### config.mk
export PLATFORM = sky130hd
export DESIGN_NAME = conv_sequencer
export DESIGN_NICKNAME = d
export VERILOG_FILES = /design/src/rtl/conv_seq_pkg.sv /design/src/rtl/cs_cfg_reg.sv /design/src/rtl/cs_acq_timer.sv /design/src/rtl/cs_fsm.sv /design/src/rtl/conv_sequencer.sv
export SDC_FILE = /design/constraint.sdc
export NUM_CORES = 1
export LEC_CHECK = 0
export BUFFER_PORTS_ARGS = -buffer_cell sky130_fd_sc_hd__buf_4
export CAP_MARGIN = 25
export CORE_MARGIN = 4
export CORE_UTILIZATION = 40
export DETAILED_ROUTE_END_ITERATION = 6
export PLACE_DENSITY = 0.66
export SYNTH_ARGS = -nofsm -noshare
export SYNTH_HDL_FRONTEND = slang
export SYNTH_SLANG_ARGS = --single-unit
### constraint.sdc
create_clock -name clk -period 2.25 [get_ports clk]
set_input_delay 0.45 -clock clk [delete_from_list [all_inputs] [get_ports clk]]
set_output_delay 0.45 -clock clk [all_outputs]
set_load 0.02 [all_outputs]
### src/rtl/conv_seq_pkg.sv
package conv_seq_pkg;
  localparam int CFG_W    = 4;
  localparam int SEL_LSB  = 0;
  localparam int SYNC_BIT = 2;
  localparam int STBY_BIT = 3;

  typedef enum logic [1:0] {
    ST_STBY = 2'd0,
    ST_WAIT = 2'd1,
    ST_ACQ  = 2'd2,
    ST_CONV = 2'd3
  } seq_state_e;
endpackage

### src/rtl/cs_cfg_reg.sv
module cs_cfg_reg
  import conv_seq_pkg::*;
(
  input  logic             clk,
  input  logic             rst_n,
  input  logic             we,
  input  logic [CFG_W-1:0] wdata,
  input  logic             apply,
  output logic             stby_we,
  output logic             run_we,
  output logic             mode_sync,
  output logic [1:0]       acq_sel
);
  logic       pend_sync_q;
  logic [1:0] pend_sel_q;
  logic       act_sync_q;
  logic [1:0] act_sel_q;

  assign stby_we = we & wdata[STBY_BIT];
  assign run_we  = we & ~wdata[STBY_BIT];

  always_ff @(posedge clk or negedge rst_n) begin
    if (!rst_n) begin
      pend_sync_q <= 1'b1;
      pend_sel_q  <= 2'd0;
    end else if (we) begin
      pend_sync_q <= wdata[SYNC_BIT];
      pend_sel_q  <= wdata[SEL_LSB +: 2];
    end
  end

  always_ff @(posedge clk or negedge rst_n) begin
    if (!rst_n) begin
      act_sync_q <= 1'b1;
      act_sel_q  <= 2'd0;
    end else if (apply) begin
      act_sync_q <= pend_sync_q;
      act_sel_q  <= pend_sel_q;
    end
  end

  assign mode_sync = act_sync_q;
  assign acq_sel   = act_sel_q;


  mode_hold_chk: assert property (@(posedge clk) disable iff (!rst_n)
    !$stable(act_sync_q) |-> $past(apply));
endmodule

### src/rtl/cs_acq_timer.sv
module cs_acq_timer #(
  parameter int ACQ_LEN0 = 9,
  parameter int ACQ_LEN1 = 15,
  parameter int ACQ_LEN2 = 47,
  parameter int ACQ_LEN3 = 79
) (
  input  logic       clk,
  input  logic       rst_n,
  input  logic       load,
  input  logic [1:0] sel,
  output logic       expired
);
  localparam int MAX_A = (ACQ_LEN0 > ACQ_LEN1 ? ACQ_LEN0 : ACQ_LEN1) >
                         (ACQ_LEN2 > ACQ_LEN3 ? ACQ_LEN2 : ACQ_LEN3) ?
                         (ACQ_LEN0 > ACQ_LEN1 ? ACQ_LEN0 : ACQ_LEN1) :
                         (ACQ_LEN2 > ACQ_LEN3 ? ACQ_LEN2 : ACQ_LEN3);
  localparam int CNT_W = $clog2(MAX_A);

  logic [CNT_W-1:0] cnt_q, cnt_d, reload_val;

  always_comb begin
    case (sel)
      2'd0:    reload_val = CNT_W'(ACQ_LEN0 - 1);
      2'd1:    reload_val = CNT_W'(ACQ_LEN1 - 1);
      2'd2:    reload_val = CNT_W'(ACQ_LEN2 - 1);
      default: reload_val = CNT_W'(ACQ_LEN3 - 1);
    endcase
  end

  always_comb begin
    cnt_d = cnt_q;
    if (load)
      cnt_d = reload_val;
    else if (cnt_q != '0)
      cnt_d = cnt_q - 1'b1;
  end

  always_ff @(posedge clk or negedge rst_n) begin
    if (!rst_n) cnt_q <= '0;
    else        cnt_q <= cnt_d;
  end

  assign expired = (cnt_q == '0);


  reload_chk: assert property (@(posedge clk) disable iff (!rst_n)
    load |=> !expired);
endmodule

### src/rtl/cs_fsm.sv
module cs_fsm
  import conv_seq_pkg::*;
(
  input  logic clk,
  input  logic rst_n,
  input  logic stby_we,
  input  logic run_we,
  input  logic mode_sync,
  input  logic start_req,
  input  logic sync_in,
  input  logic acq_expired,
  input  logic conv_done,
  output logic acq_load,
  output logic apply,
  output logic rdy,
  output logic conv_start,
  output logic in_conv
);
  seq_state_e state_q, state_d;
  logic       sync_prev_q;
  logic       conv_start_q;
  logic       sync_rise;

  assign sync_rise = mode_sync & sync_in & ~sync_prev_q;
  assign acq_load  = ~mode_sync & start_req &
                     ((state_q == ST_WAIT) | (state_q == ST_ACQ));

  always_comb begin
    state_d = state_q;
    unique case (state_q)
      ST_STBY: if (run_we)                   state_d = ST_WAIT;
      ST_WAIT: if (acq_load)                 state_d = ST_ACQ;
               else if (sync_rise)           state_d = ST_CONV;
      ST_ACQ:  if (!acq_load && acq_expired) state_d = ST_CONV;
      ST_CONV: if (conv_done)                state_d = ST_WAIT;
      default:                               state_d = ST_STBY;
    endcase
    if (stby_we) state_d = ST_STBY;
  end

  always_ff @(posedge clk or negedge rst_n) begin
    if (!rst_n) begin
      state_q      <= ST_STBY;
      sync_prev_q  <= 1'b0;
      conv_start_q <= 1'b0;
    end else begin
      state_q      <= state_d;
      sync_prev_q  <= sync_in;
      conv_start_q <= (state_d == ST_CONV) && (state_q != ST_CONV);
    end
  end

  assign apply      = (state_q == ST_STBY) | (state_q == ST_WAIT);
  assign rdy        = (state_q != ST_WAIT);
  assign conv_start = conv_start_q;
  assign in_conv    = (state_q == ST_CONV);


  start_pulse_chk: assert property (@(posedge clk) disable iff (!rst_n)
    conv_start |=> !conv_start);

  stby_rdy_chk: assert property (@(posedge clk) disable iff (!rst_n)
    stby_we |=> (rdy && !conv_start));

  acq_end_chk: assert property (@(posedge clk) disable iff (!rst_n)
    (state_q == ST_ACQ && acq_expired && !acq_load && !stby_we) |=> conv_start);

  sync_edge_chk: assert property (@(posedge clk) disable iff (!rst_n)
    (state_q == ST_WAIT && sync_rise && !stby_we) |=> conv_start);
endmodule

### src/rtl/conv_sequencer.sv
module conv_sequencer
  import conv_seq_pkg::*;
#(
  parameter int ACQ_LEN0 = 9,
  parameter int ACQ_LEN1 = 15,
  parameter int ACQ_LEN2 = 47,
  parameter int ACQ_LEN3 = 79
) (
  input  logic             clk,
  input  logic             rst_n,
  input  logic             cfg_we,
  input  logic [CFG_W-1:0] cfg_wdata,
  input  logic             rd_strobe,
  input  logic             chan_chg,
  input  logic             sync_in,
  output logic             sync_out,
  output logic             sync_oe,
  output logic             rdy,
  output logic             conv_start,
  input  logic             conv_done
);
  logic       stby_we, run_we, mode_sync, apply;
  logic [1:0] acq_sel;
  logic       acq_load, acq_expired, in_conv;

  cs_cfg_reg u_cfg (
    .clk       (clk),
    .rst_n     (rst_n),
    .we        (cfg_we),
    .wdata     (cfg_wdata),
    .apply     (apply),
    .stby_we   (stby_we),
    .run_we    (run_we),
    .mode_sync (mode_sync),
    .acq_sel   (acq_sel)
  );

  cs_acq_timer #(
    .ACQ_LEN0 (ACQ_LEN0),
    .ACQ_LEN1 (ACQ_LEN1),
    .ACQ_LEN2 (ACQ_LEN2),
    .ACQ_LEN3 (ACQ_LEN3)
  ) u_timer (
    .clk     (clk),
    .rst_n   (rst_n),
    .load    (acq_load),
    .sel     (acq_sel),
    .expired (acq_expired)
  );

  cs_fsm u_fsm (
    .clk         (clk),
    .rst_n       (rst_n),
    .stby_we     (stby_we),
    .run_we      (run_we),
    .mode_sync   (mode_sync),
    .start_req   (rd_strobe | chan_chg),
    .sync_in     (sync_in),
    .acq_expired (acq_expired),
    .conv_done   (conv_done),
    .acq_load    (acq_load),
    .apply       (apply),
    .rdy         (rdy),
    .conv_start  (conv_start),
    .in_conv     (in_conv)
  );

  assign sync_oe  = ~mode_sync;
  assign sync_out = ~mode_sync & in_conv;


  oe_chk: assert property (@(posedge clk) disable iff (!rst_n)
    sync_out |-> sync_oe);

  sync_ignored_chk: assert property (@(posedge clk) disable iff (!rst_n)
    (sync_oe && !rd_strobe && !chan_chg && !in_conv && !rdy) |=> !conv_start);
endmodule

; ---- Word level (Yosys, flattened, before mapping)
; Index checks and enable logic that the tools add are counted.
[op_classes]
addsub = 1
n_mul = 0
div_mod_pow = 0
magnitude_cmp = 0
n_eq_ne = 8
shift = 0
muxes = 10
bitwise = 13
n_reduce_logical = 8
[ops]
columns = operator, n
row1 = 7-bit case mux with 3 select lines, 1
row2 = 7-bit 2-to-1 mux, 2
row3 = 2-bit 2-to-1 mux, 6
row4 = "2-bit == test, second input constant", 4
row5 = 2-bit case mux with 4 select lines, 1
row6 = 1-bit AND, 7
row7 = 7-bit zero test, 1
row8 = 7-bit nonzero test, 1
row9 = "7-bit by 1-bit subtractor with 7-bit output, second input constant", 1
row10 = "2-bit by 1-bit == test with 1-bit output, second input constant", 2
row11 = 2-bit zero test, 2
row12 = 1-bit NOT, 3
row13 = 1-bit OR, 3
row14 = 1-bit logical AND, 2
row15 = "2-bit by 1-bit != test with 1-bit output, second input constant", 1
row16 = "2-bit != test, second input constant", 1
row17 = 2-bit nonzero test, 1
row18 = 1-bit zero test, 1
[totals]
regBits = 17
latch_bits = 0
ram_bits = 0
mem_bits_ro = 0
input_bits = 11
output_inout_bits = 4
word_cells = 48
n_memories = 0

; ---- Longest topological paths before layout
[logic_depth]
depth_word = 10
ltp_mapped = 6
mapped_depth_nobuf = 6

; ---- Cells and area by module
; From an unflattened synthesis, not the netlist that was laid out.
[unflattened]
cells_unflattened = 83
hier_area_um2 = 950.9
[by_module_without_submodules]
columns = mod, instances, cells_per_inst, area_each_um2, seq_area_each_um2
row1 = cs_acq_timer, 1, 39, 400.4, 175.2
row2 = cs_fsm, 1, 27, 301.5, 100.1
row3 = cs_cfg_reg, 1, 14, 232.7, 152.6
row4 = conv_sequencer, 1, 3, 16.3, 0.0

; ---- Worst setup path before layout
; No wires, ideal clock.
[synth_path]
path_type = reg2reg
startpoint = register u_fsm.state_q[0]
endpoint = register u_fsm.conv_start_q, in the netlist u_fsm.conv_start
setup_time_ns = 0.135
t_arrival_ns = 1.483
required_time_ns = 2.115
path_slack_ns = 0.632
path_stages_with_launch = 7
path_buffers = 0
synth_period_minus_slack_ns = 1.618
path_cell_list = dfrtp_1 -> inv_1 -> ha_1 -> nand2b_1 -> o21bai_1 -> a2111oi_2 -> nor4b_2
[synth_between]
elab_chain_len = 10
word_cells_on_any_way = 18
cone_classes = 5 x eq/ne / 7 x mux / 2 x bitwise / 4 x reduce/logical
[synth_lines]
columns = element, line
row1 = "start, declared", cs_fsm.sv:19  ; seq_state_e state_q, state_d;
row2 = "start signal, assigned", cs_fsm.sv:47  ; state_q <= state_d;
row3 = 2-bit by 1-bit == test with 1-bit output or 2-bit == test (tied branches), "cs_fsm.sv:26, cs_fsm.sv:30"
row4 = 1-bit OR, cs_fsm.sv:26  ; ((state_q == ST_WAIT) | (state_q == ST_ACQ));
row5 = 1-bit AND, cs_fsm.sv:25  ; assign acq_load = ~mode_sync & start_req &
row6 = 1-bit zero test, cs_fsm.sv:34  ; ST_ACQ: if (!acq_load && acq_expired) state_d = ST_CONV;
row7 = 1-bit logical AND, cs_fsm.sv:34
row8 = 2-bit 2-to-1 mux, cs_fsm.sv:34
row9 = 2-bit case mux with 4 select lines, cs_fsm.sv:30  ; unique case (state_q)
row10 = 2-bit 2-to-1 mux, cs_fsm.sv:38  ; if (stby_we) state_d = ST_STBY;
row11 = 2-bit == test, cs_fsm.sv:49  ; conv_start_q <= (state_d == ST_CONV) && (state_q != ST_CONV);
row12 = 1-bit logical AND (*), cs_fsm.sv:49
row13 = "end signal, assigned", cs_fsm.sv:49
row14 = "end, declared", cs_fsm.sv:21  ; logic conv_start_q;
; Mark *: on every way between the ends. The rest lies on a longest branch, timed or not.
; A chain may end at the register's enable or synchronous reset.

; ---- Worst setup path in the final report
[layout_path]
startpoint = register u_fsm.state_q[1]
endpoint = output port rdy
[layout_between]
elab_chain_len = 1
[layout_lines]
columns = element, line
row1 = 2-bit by 1-bit != test with 1-bit output, cs_fsm.sv:54  ; assign rdy = (state_q != ST_WAIT);
row2 = "end, declared", conv_sequencer.sv:18  ; output logic rdy,
; Every way passes these cells.

==> summary by stage <==
Outcome
The flow ran to the end, but the final reports show violations. The checks that failed: negative hold slack.

Worst setup path
At the worst endpoint, the arrival time is between 1 and 1.5 ns. STA classifies the critical path endpoint as an output port. The class of the most critical setup path is reg2out. In this run the worst path has a maximum fanout of 4. Traced cell by cell, the critical path runs through inv_1, ha_1, inv_1, buf_4. At the worst endpoint, the required time is roughly 1.8 ns. The peak per-stage delay on the critical path is about 0.44 ns.

Among all stages on the critical path, the largest delay is contributed by dfrtp_1. The critical path launch point type is a flop. The most numerous cell on the critical path is inv_1.

Routing
The routed layout has between 600 and 700 vias. In the routed design, unresolved DRC markers number 0. The remaining antenna violation count is 0. The violation count after the first detailed-routing iteration is 16. The mean number of vias per cell is between 5 and 6.

The final layout contains routed wiring with a total length of between 1.5 and 2 mm. The number of iterations in the first detailed-routing pass is 4. The average wire per standard cell is around 13 um.

Hold path
The kind of path behind the tightest hold check is in2async.

Timing
The total setup violations reported at the end of the flow is 0. The number of endpoints with negative hold slack in the final report is 8. Between clock sinks in the finished design, the worst skew comes to 0.00619 ns. The transition time at the pin with the least slew margin is around 0.44 ns.

The count of final max-slew check failures was 0. The remaining max-slew budget at the tightest pin is 0.709. Static timing analysis puts the maximum clock frequency at approximately 550 MHz. The worst hold slack is -0.00169 ns. The share of the clock period used by the worst path is 0.806. The total negative slack is 0 ns. The post-route minimum period is between 1.5 and 2 ns.

Setup repair after global routing left no endpoint under its margin.

Die
For this configuration, the core starts out at a cell density of 0.427. The total die area is approximately 3200 um^2. The floorplan step defined a core boundary enclosing approximately 2200 um^2.

The die span in x is approximately 57 um. The number of placement rows is 17. The height of the die is between 50 and 60 um. 15 I/O pins were placed.

GRT
The pin count of the biggest net entering global routing is 18. The number of global-route vias before repair came to between 700 and 800. After global routing the overflow that remains totals 0.

The total global-route track usage is 0.123. The first global-routing pass estimated about 3.2 mm of wire. The initial antenna violation count came to 0.

Power
The worst-case IR drop observed on VDD is just under 800 uV. The internal power of the cells totals 0.000821 W. Of the total power, the clock network draws 0.116.

The leakage power figure is around 0.5 nW. Of the total power, registers draw 0.399. The power density over the cells is 1280 nW/um^2. Summed over all nets, the switching power comes to 0.000611 W. The switching power as a share of total power is 0.427. Of the total power, combinational logic draws 0.485.

CTS
The number of buffers inserted by hold repair at cts is 0. The post-cts sizing count is 0. The clock transition at the registers of the reported paths is 0.11 ns. The maximum level of the CTS H-tree is 1. The number of clock buffers inserted by TritonCTS is 3. The later pin in the worst-skew pair is clocked with a latency of about 0.29 ns. The number of clock sinks is 17. The clock passes through at most 2 buffers. The buffers inserted during post-CTS setup optimization is 0. The clock tree from TritonCTS is yes. The root buffer cell chosen for the clock tree is clkbuf_4.

Cells and area
The number of antenna diodes in the final layout is 0. After the last flow step, the layout net total stands at approximately 130. The library cell used most frequently in the layout, excluding fill and tap cells, is dfrtp_1. In the layout the commonest cells are 15 x dfrtp_1, 14 x buf_4, 8 x inv_1. From synthesis to final layout, the design area changed by 17.6%. Of the cells placed in the final design, the portion with a size suffix greater than 1 is 0.292.

Synthesis
The share of synthesized area occupied by flip-flops and latches is 0.449. The share of synthesized cell area in and, or, nand and nor gates is 0.171. The share of synthesized flip-flops with an asynchronous set or reset is 1.00. The synthesized-area fraction occupied by adder cells is 0.0919. The count of state elements after synthesis is 17. The netlist area before placement is 953 um^2. The synthesized-area fraction occupied by ao, oa, aoi and oai cells is 0.140. The combinational family with the most area after synthesis is simple AND/OR/NAND/NOR gates. The net count after synthesis is between 100 and 150. The number of enable-type register cells in the synthesized netlist is 0. After synthesis, the mean cell area works out to about 11 um^2. The Yosys step of the flow raised 0 warnings.

Of the total synthesized cell area, the portion taken by XOR and XNOR cells is 0.0459. The cell count after synthesis is between 80 and 90. The portion of netlist area occupied by mux cells is 0.0709. The distinct cell type count of the synthesized netlist is 31.

The most used flip-flop cell after synthesis is dfrtp_1.

Run
Max-cap violations in this run came to 0.

Placed design
The weighted congestion reported at the end of routability-driven placement is around 0.83. The count of buffers added on input and output ports is 14. The detailed-placement wirelength estimate is 1.45 mm.
[state kept, by name (all words and copies together), names as in the netlist]
name and cells:
u_timer.cnt_q 7, u_cfg.acq_sel 2, u_cfg.pend_sel_q 2, u_fsm.state_q 2
u_cfg.mode_sync 1, u_cfg.pend_sync_q 1, u_fsm.conv_start 1, u_fsm.sync_prev_q 1
[worst paths after layout]
path | from | end | slack, ns | cells after the start
worst max register to register | u_fsm.state_q[0] | u_fsm.conv_start | 0.46 | 6
max in group asynchronous | rst_n | u_cfg.pend_sync_q | 1.99 | 1
min in group clk | sync_in | u_fsm.sync_prev_q | 0.27 | 1
worst min register to register | u_cfg.pend_sel_q[0] | u_cfg.acq_sel[0] | 0.52 | 1
worst max-delay path | u_fsm.state_q[1] | rdy | 0.44 | 4
worst min-delay path | rst_n | u_timer.cnt_q[0] | -0.002 | 1
[metrics by stage]
step / setup slack [ns] / util / total power [W] / instance area (um^2) / instances
6_report: 0.436 / 0.502 / 0.00143 / 1120 / 134
5_1_grt: 0.309 / 0.502 / 0.00156 / 1120 / 134
4_1_cts: 0.431 / 0.502 / 0.00144 / 1120 / 134
3_5_place_dp: 0.481 / 0.490 / 0.00128 / 1090 / 130
3_3_place_gp: 0.564 / 0.490 / 0.00125 / 1090 / 130
2_1_floorplan: 0.632 / - / 0.00107 / 953 / 88
[cell families (layout without fill, tap and decap cells)]
group / Yosys count / in the layout
simple gates: 27 / 27
fa+ha+maj: 7 / 7
flops: 17 / 17
xor+xnor: 5 / 5
buf+inv: 8 / 26
mux: 6 / 6
compound gates: 18 / 18
[power by group through the flow]
| stage | sequential, W | clock (W) | combinational [W] |
|---|---|---|---|
| finish | 0.000572 | 0.000166 | 0.000694 |
| global route | 0.000591 | 0.000180 | 0.000791 |
| CTS | 0.000571 | 0.000170 | 0.000702 |
| detailed placement | 0.000579 | 0 | 0.000697 |
| global placement | 0.000568 | 0 | 0.000679 |
| floorplan | 0.000550 | 0 | 0.000523 |
[Yosys cell counts, drive strengths merged, types with 2 or more instances]
cell	instances	area share
dfstp	2	0.055
o21ai	6	0.031
a2111oi	3	0.037
ha	7	0.092
nor2	7	0.028
inv	8	0.031
nand2b	3	0.020
mux2	6	0.071
xnor2	4	0.037
dfrtp	15	0.39
nor2b	2	0.013
nand2	6	0.024
a21oi	3	0.016
[worst max-delay path: cells and delay by family, from the launching register on]
| family | cells | cell delay (ns) |
|---|---|---|
| buf+inv | 3 | 0.38 |
| flops | 1 | 0.44 |
| fa+ha+maj | 1 | 0.26 |
[per-layer routing]
| layer | global-route usage | routed length (um) | up-vias |
|---|---|---|---|
| met5 | 0 | 0 | - |
| met4 | 0.0629 | 21 | 0 |
| met3 | 0.0230 | 95 | 2 |
| met2 | 0.203 | 874 | 18 |
| met1 | 0.152 | 802 | 321 |
| li1 | - | - | 345 |
[area by class of cell]
class	instances	area, um^2
fillers	215	1110
multi-input cells	63	495
flip-flops and latches	17	428
repair buffers	14	105
well taps	28	35.0
inverters	8	30.0
clock buffers	3	22.5
clock inverters	1	5.00
No activity file was read; power rests on OpenSTA's default activity.
